$ cat config.mk
export PLATFORM = sky130hd
export DESIGN_NAME = hz_unit
export DESIGN_NICKNAME = d
export VERILOG_FILES = /design/src/rtl/hz_pkg.sv /design/src/rtl/hz_match.sv /design/src/rtl/hz_bypass_sel.sv /design/src/rtl/hz_interlock.sv /design/src/rtl/hz_unit.sv
export SDC_FILE = /design/constraint.sdc
export NUM_CORES = 1
export LEC_CHECK = 0
export ABC_AREA = 1
export BUFFER_PORTS_ARGS = -buffer_cell sky130_fd_sc_hd__buf_2
export CORE_AREA = 2 2 44 46
export DETAILED_ROUTE_END_ITERATION = 12
export DIE_AREA = 0 0 46 48
export MAX_ROUTING_LAYER = met4
export PLACE_DENSITY = 0.78
export SLEW_MARGIN = 10
export SYNTH_ARGS = -nofsm -noshare
export SYNTH_HDL_FRONTEND = slang
export SYNTH_HIERARCHICAL = 1
export SYNTH_SLANG_ARGS = --single-unit
$ cat constraint.sdc
create_clock -name vclk -period 0.8
set_input_delay 0.12 -clock vclk [all_inputs]
set_output_delay 0.12 -clock vclk [all_outputs]
set_load 0.02 [all_outputs]
$ cat src/rtl/hz_pkg.sv
package hz_pkg;
  localparam int NUM_OPER = 2;

  typedef enum logic [1:0] {
    FWD_RF  = 2'b00,
    FWD_WB  = 2'b01,
    FWD_MEM = 2'b10
  } fwd_sel_e;
endpackage

$ cat src/rtl/hz_match.sv
module hz_match #(
  parameter int AW = 5
) (
  input  logic [AW-1:0] src,
  input  logic [AW-1:0] rd,
  input  logic          we,
  output logic          hit
);
  localparam logic [AW-1:0] ZERO_REG = '0;

  assign hit = we && (rd != ZERO_REG) && (rd == src);
endmodule

$ cat src/rtl/hz_bypass_sel.sv
module hz_bypass_sel #(
  parameter int AW        = 5,
  parameter bit BYPASS_EN = 1'b1
) (
  input  logic [AW-1:0]    src,
  input  logic [AW-1:0]    mem_rd,
  input  logic             mem_we,
  input  logic [AW-1:0]    wb_rd,
  input  logic             wb_we,
  output hz_pkg::fwd_sel_e sel
);
  import hz_pkg::*;

  generate
    if (BYPASS_EN) begin : g_bypass
      logic mem_hit;
      logic wb_hit;

      hz_match #(.AW(AW)) u_mem (.src(src), .rd(mem_rd), .we(mem_we), .hit(mem_hit));
      hz_match #(.AW(AW)) u_wb  (.src(src), .rd(wb_rd),  .we(wb_we),  .hit(wb_hit));

      // younger producer takes priority
      always_comb begin
        if (mem_hit)     sel = FWD_MEM;
        else if (wb_hit) sel = FWD_WB;
        else             sel = FWD_RF;
      end

      always_comb begin
        if (mem_hit && wb_hit)
          a_r3_younger_wins: assert (sel == FWD_MEM) else $error("older result selected");
        if (src == '0)
          a_r4_zero_src_rf: assert (sel == FWD_RF) else $error("register 0 bypassed");
        if (!mem_we && !wb_we)
          a_r5_no_writer_rf: assert (sel == FWD_RF) else $error("bypass without writer");
      end
    end else begin : g_rf_only
      logic unused_in;
      assign unused_in = ^{src, mem_rd, mem_we, wb_rd, wb_we};
      assign sel = FWD_RF;
    end
  endgenerate
endmodule

$ cat src/rtl/hz_interlock.sv
module hz_interlock #(
  parameter int AW        = 5,
  parameter int NSRC      = 2,
  parameter bit BYPASS_EN = 1'b1
) (
  input  logic [NSRC-1:0][AW-1:0] id_src,
  input  logic [AW-1:0]           ex_rd,
  input  logic                    ex_we,
  input  logic                    ex_load,
  input  logic [AW-1:0]           mem_rd,
  input  logic                    mem_we,
  output logic                    hold
);
  logic [NSRC-1:0] need;

  generate
    for (genvar g = 0; g < NSRC; g++) begin : g_src
      logic ex_hit;
      hz_match #(.AW(AW)) u_ex (.src(id_src[g]), .rd(ex_rd), .we(ex_we), .hit(ex_hit));

      if (BYPASS_EN) begin : g_load_only
        // only a load in execute cannot be bypassed in time
        assign need[g] = ex_hit && ex_load;
      end else begin : g_full
        logic mem_hit;
        hz_match #(.AW(AW)) u_mem (.src(id_src[g]), .rd(mem_rd), .we(mem_we), .hit(mem_hit));
        // writeback needs nothing: split-cycle register file
        assign need[g] = ex_hit || mem_hit;
      end
    end
  endgenerate

  assign hold = |need;

  always_comb begin
    if (!ex_we && !mem_we)
      a_r5_no_writer_no_hold: assert (!hold) else $error("hold without writer");
    if (id_src == '0)
      a_r4_zero_src_no_hold: assert (!hold) else $error("hold on register 0");
  end
endmodule

$ cat src/rtl/hz_unit.sv
module hz_unit #(
  parameter int AW        = 5,
  parameter bit BYPASS_EN = 1'b1
) (
  input  logic [AW-1:0] id_rs1,
  input  logic [AW-1:0] id_rs2,
  input  logic [AW-1:0] ex_rs1,
  input  logic [AW-1:0] ex_rs2,
  input  logic [AW-1:0] ex_rd,
  input  logic          ex_we,
  input  logic          ex_load,
  input  logic [AW-1:0] mem_rd,
  input  logic          mem_we,
  input  logic [AW-1:0] wb_rd,
  input  logic          wb_we,
  output logic [1:0]    fwd_a,
  output logic [1:0]    fwd_b,
  output logic          stall,
  output logic          bubble
);
  import hz_pkg::*;

  localparam int NOP = NUM_OPER;

  logic [NOP-1:0][AW-1:0] id_src;
  logic [NOP-1:0][AW-1:0] ex_src;
  fwd_sel_e               sel [NOP];
  logic                   hold;

  assign id_src[0] = id_rs1;
  assign id_src[1] = id_rs2;
  assign ex_src[0] = ex_rs1;
  assign ex_src[1] = ex_rs2;

  generate
    for (genvar k = 0; k < NOP; k++) begin : g_oper
      hz_bypass_sel #(.AW(AW), .BYPASS_EN(BYPASS_EN)) u_sel (
        .src    (ex_src[k]),
        .mem_rd (mem_rd),
        .mem_we (mem_we),
        .wb_rd  (wb_rd),
        .wb_we  (wb_we),
        .sel    (sel[k])
      );
    end
  endgenerate

  hz_interlock #(.AW(AW), .NSRC(NOP), .BYPASS_EN(BYPASS_EN)) u_lock (
    .id_src  (id_src),
    .ex_rd   (ex_rd),
    .ex_we   (ex_we),
    .ex_load (ex_load),
    .mem_rd  (mem_rd),
    .mem_we  (mem_we),
    .hold    (hold)
  );

  assign fwd_a  = sel[0];
  assign fwd_b  = sel[1];
  assign stall  = hold;
  assign bubble = hold;

  generate
    if (BYPASS_EN) begin : g_chk
      always_comb begin
        if (!ex_load)
          a_r7_alu_no_stall: assert (!stall) else $error("stall on ALU producer");
      end
    end
  endgenerate
endmodule

======== Yosys cells after proc, flatten, opt, wreduce, memory -nomap -nowiden ========
Cells that the tools add are included.
cells by class
  reductions and logical operators ........ 15
  mux-type cells .......................... 4
  equality and inequality tests ........... 6
operators by type and width
  operator             number
  equality test 5 bit  6
  nonzero test 5 bit   3
  logical AND 1 bit    11
  two-way mux 2 bit    2
  two-way mux 1 bit    2
  OR reduction 2 bit   1
storage, ports and cells
  register bits after elaboration ......... 0

======== Logic depth before layout (Yosys ltp) ========
  word-level depth ........................ 5
  mapped depth ............................ 9

======== Hierarchy ========
Netlist, hierarchy kept.
by module, submodules not included
  module         instances  cells an instance  area an instance (sq um)
  hz_match       6          29                 116.4
  hz_bypass_sel  2          3                  17.5
  hz_interlock   1          3                  11.3
  hz_unit        1          1                  7.5

======== Least setup slack after synthesis ========
Ideal clock, no wire load.
  path type ............................... input port to output port
  start point ............................. input ex_rd[0]
  end point ............................... output stall
  path slack .............................. -0.191 ns
  data required time ...................... 0.680 ns
  cell stages on the path ................. 9
  arrival time ............................ 0.871 ns
  path through ............................ inv_1 nand2_1 nand2_1 nor2_1 nand3_1 nor2_1 nand2_1 nand2_1 buf_4
between the ends
  longest elaborated chain between the ends .. 5
  elaborated cells between the ends (all ways) .. 9
  classes of those cells .................. eq/ne (2); reduce/logical (7)
ends and longest elaborated chain
  what                        line                RTL
  start: declaration          hz_unit.sv:9        input logic [AW-1:0] ex_rd,
  nonzero test 5 bit          hz_match.sv:11      assign hit = we && (rd != ZERO_REG) && (rd == src);
  logical AND 1 bit           hz_match.sv:11
  logical AND 1 bit (*)       hz_match.sv:11
  net u_lock.g_src[0].ex_hit  hz_interlock.sv:18  logic ex_hit;
  logical AND 1 bit (*)       hz_interlock.sv:23  assign need[g] = ex_hit && ex_load;
  OR reduction 2 bit (*)      hz_interlock.sv:33  assign hold = |need;
  end: declaration            hz_unit.sv:18       output logic stall,
The timed path passes the listed nets; every way through them passes the cells marked *.

======== Worst setup path after layout ========
  start point ............................. input ex_rd[3]
  end point ............................... output bubble
between the ends
  longest elaborated chain between the ends .. 5
  elaborated cells between the ends (all ways) .. 9
  classes of those cells .................. eq/ne (2); reduce/logical (7)
ends and longest elaborated chain
  what                        line                RTL
  nonzero test 5 bit          hz_match.sv:11
  logical AND 1 bit           hz_match.sv:11
  logical AND 1 bit (*)       hz_match.sv:11
  net u_lock.g_src[1].ex_hit  hz_interlock.sv:18
  logical AND 1 bit (*)       hz_interlock.sv:23
  OR reduction 2 bit (*)      hz_interlock.sv:33
  end: declaration            hz_unit.sv:19       output logic bubble
Marked as above.

==> impl_metrics.xml <==
<?xml version="1.0" encoding="UTF-8"?>
<metrics>
  <group name="worst_setup_path">
    <metric name="timing.critical_path.fanout_max" unit="">4</metric>
    <metric name="worst-endpoint-required" unit="ns">0.68</metric>
    <metric name="worstSetupEndpointType" unit="">primary output</metric>
    <metric name="data_arrival_critical_path" unit="ns">0.98</metric>
    <metric name="worst_setup_startpoint" unit="">ex_rd[3]</metric>
    <metric name="critPathKind" unit="">in2out</metric>
    <metric name="end_of_the_critical_path" unit="">bubble</metric>
    <metric name="worst_setup_path_start_kind" unit="">input pin</metric>
  </group>
  <group name="route">
    <metric name="avgRoutedWirePerCell" unit="microns">10.9</metric>
    <metric name="detailroute.via_count" unit="">1165</metric>
    <metric name="drcViolationCount" unit="">0</metric>
    <metric name="viasPerCell" unit="">4.76</metric>
    <metric name="detail_route.iter0.violations" unit="">29</metric>
    <metric name="wirelength" unit="microns">2670</metric>
    <metric name="dr.pass1.iters" unit="">4</metric>
    <metric name="route.antenna.remaining_nets" unit="">0</metric>
  </group>
  <group name="timing">
    <metric name="max_freq" unit="GHz">0.911</metric>
    <metric name="layout_min_cycle_time" unit="ns">1.10</metric>
    <metric name="report.final.slew_viol_count" unit="">0</metric>
    <metric name="setup_tns" unit="ns">-1.38</metric>
    <metric name="hold_violations" unit="">0</metric>
    <metric name="hold_slack" unit="ns">0.582</metric>
    <metric name="slew_headroom" unit="%">89.4</metric>
    <metric name="finalWorstSetupSlack" unit="ns">-0.298</metric>
    <metric name="worstMarginPinSlew" unit="ns">0.158</metric>
    <metric name="rsz_0062_raised_after_global_routing" unit="">true</metric>
    <metric name="min_period_over_period" unit="%">137</metric>
    <metric name="setup-violations-final" unit="">6</metric>
  </group>
  <group name="floorplanning">
    <metric name="die_x" unit="microns">46</metric>
    <metric name="area_enclosed_by_the_die_boundary" unit="sq um">2210</metric>
    <metric name="top_level_ports" unit="">45</metric>
    <metric name="floorplan.initialDensity" unit="%">44.5</metric>
    <metric name="placementRows" unit="">15</metric>
    <metric name="floorplan.die.height" unit="microns">48</metric>
    <metric name="core_footprint" unit="sq um">1690</metric>
  </group>
  <group name="placed_design">
    <metric name="io_buffers" unit="">45</metric>
    <metric name="placed_cells_incl_taps" unit="">244</metric>
    <metric name="preCtsSetupSlack" unit="ns">-0.277</metric>
    <metric name="dpl.hpwl" unit="microns">1650</metric>
    <metric name="gpl.final_weighted_congestion" unit="">0.774</metric>
  </group>
  <group name="run">
    <metric name="max_cap_viol_count" unit="">0</metric>
  </group>
  <group name="global_route">
    <metric name="number_of_antenna_violations_at_the_first_check_in_global_routing" unit="">0</metric>
    <metric name="first_global_vias" unit="">1000</metric>
    <metric name="grt_first_pass_wirelength" unit="microns">3900</metric>
    <metric name="grt_overflow_total" unit="">0</metric>
    <metric name="grt_util_all_layers" unit="%">24.1</metric>
    <metric name="grt_max_degree" unit="">7</metric>
  </group>
  <group name="synthesis">
    <metric name="netlist-cell-type-count" unit="">8</metric>
    <metric name="syn_nets" unit="">223</metric>
    <metric name="postSynthAreaPerCell" unit="sq um">4.09</metric>
    <metric name="yosys_warning_total" unit="">6</metric>
    <metric name="ys_seq_area_share" unit="%">0</metric>
    <metric name="synthesis.area" unit="sq um">752</metric>
    <metric name="netlist_instances" unit="">184</metric>
  </group>
  <group name="finish">
    <metric name="multi_input_area" unit="sq um">616</metric>
    <metric name="layout-drive-gt1-share" unit="%">46.9</metric>
    <metric name="final_cell_count_no_fill" unit="">245</metric>
    <metric name="flops_and_latches" unit="">0</metric>
    <metric name="syn2layout_area_growth" unit="%">79.7</metric>
    <metric name="clkbuf_count" unit="">0</metric>
    <metric name="n_fill_cell" unit="">118</metric>
    <metric name="nets" unit="">269</metric>
    <metric name="antenna-diode-count" unit="">0</metric>
    <metric name="finish.utilization" unit="%">80.0</metric>
    <metric name="layout.area.seq" unit="sq um">0</metric>
  </group>
  <group name="run_status">
    <metric name="run_status" unit="">finished with violations</metric>
    <metric name="violated_checks" unit="">negative setup slack</metric>
  </group>
  <group name="pwr">
    <metric name="total_leakage_power" unit="nW">0.829</metric>
    <metric name="max-vdd-ir-drop" unit="uV">274</metric>
    <metric name="power_density" unit="nW/um^2">470</metric>
  </group>
  <group name="hold_path">
    <metric name="min_path_type" unit="">in2out</metric>
  </group>
</metrics>
==> per-layer routing <==
metal	GRT usage (%)	vias up	wire, microns
li1	-	609	-
met2	48.6	46	1450
met5	-	-	0
met3	1.51	4	174
met1	26.2	506	1020
met4	2.29	0	23
==> cell type report <==
| cell class | instances | area share, % |
|---|---|---|
| inverters | 56 | 16.7 |
| repair buffers | 47 | 36.2 |
| well taps | 17 | 1.57 |
| multi-input cells | 125 | 45.6 |
==> how the worst min path moves through the flow <==
| stage | start | end | slack, ns | cells past startpoint |
|---|---|---|---|---|
| final | ex_load | stall | 0.58 | 4 |
| after global routing | ex_load | stall | 0.60 | 4 |
| after CTS | ex_load | stall | 0.57 | 4 |
| after detailed placement | ex_load | stall | 0.58 | 4 |
| after global placement | ex_load | stall | 0.58 | 4 |
| after floorplan | ex_load | bubble | 0.39 | 2 |
==> synthesized netlist by cell type <==
cell	number	area (sq um)
sky130_fd_sc_hd__nand2_1	75	282
sky130_fd_sc_hd__a21oi_1	6	30.0
sky130_fd_sc_hd__o21ai_1	6	30.0
sky130_fd_sc_hd__nand3_1	12	60.1
sky130_fd_sc_hd__inv_1	56	210
sky130_fd_sc_hd__buf_4	3	22.5
sky130_fd_sc_hd__nor2_1	18	67.6
sky130_fd_sc_hd__nor2_2	8	50.1
==> where the power goes <==
part / switching, W / internal [W]
clock: 0 / 0
combinational: 0.000316 / 0.000319
sequential: 0 / 0
total: 0.000316 / 0.000319
==> critical path: stages <==
cell and delay [ns]:
sky130_fd_sc_hd__buf_6 0.10, sky130_fd_sc_hd__inv_4 0.04, sky130_fd_sc_hd__nand2_2 0.07, sky130_fd_sc_hd__nand2_2 0.06, sky130_fd_sc_hd__nor2_2 0.10, sky130_fd_sc_hd__nand3_1 0.10
sky130_fd_sc_hd__nor2_2 0.12, sky130_fd_sc_hd__nand2_1 0.07, sky130_fd_sc_hd__nand2_2 0.09, sky130_fd_sc_hd__buf_6 0.12
==> per-stage QoR <==
step           area (sq um)  power [W]
6_report               1350   0.000635
5_1_grt                1350   0.000694
4_1_cts                1250   0.000551
3_5_place_dp           1000   0.000421
3_3_place_gp           1000   0.000418
2_1_floorplan           773   0.000241
==> placed cells by master, fill, tap and decap left out <==
cell type                 count
sky130_fd_sc_hd__a21oi_1      3
sky130_fd_sc_hd__a21oi_2      3
sky130_fd_sc_hd__buf_12       1
sky130_fd_sc_hd__buf_2       12
sky130_fd_sc_hd__buf_4        3
sky130_fd_sc_hd__buf_6       21
sky130_fd_sc_hd__buf_8       10
sky130_fd_sc_hd__inv_1       31
sky130_fd_sc_hd__inv_2       19
sky130_fd_sc_hd__inv_4        6
sky130_fd_sc_hd__nand2_1     58
sky130_fd_sc_hd__nand2_2     17
sky130_fd_sc_hd__nand3_1     10
sky130_fd_sc_hd__nand3_2      2
sky130_fd_sc_hd__nor2_1      13
sky130_fd_sc_hd__nor2_2       9
sky130_fd_sc_hd__nor2_4       4
sky130_fd_sc_hd__o21ai_1      6
==> what timing repair did <==
item / in CTS / in global routing
resized for setup: 79 / 43
pin swaps: 37 / 42
setup endpoints to repair: 6 / 6
hold buffers: 0 / 0
buffers inserted: 1 / 0
==> kinds of logic after synthesis <==
logic type	count (synthesis)	share of synthesized area, %
AO/OA/AOI/OAI	12	7.99
buffers and inverters	59	30.9
AND/OR/NAND/NOR	113	61.1
No activity file was read; power rests on OpenSTA's default activity.
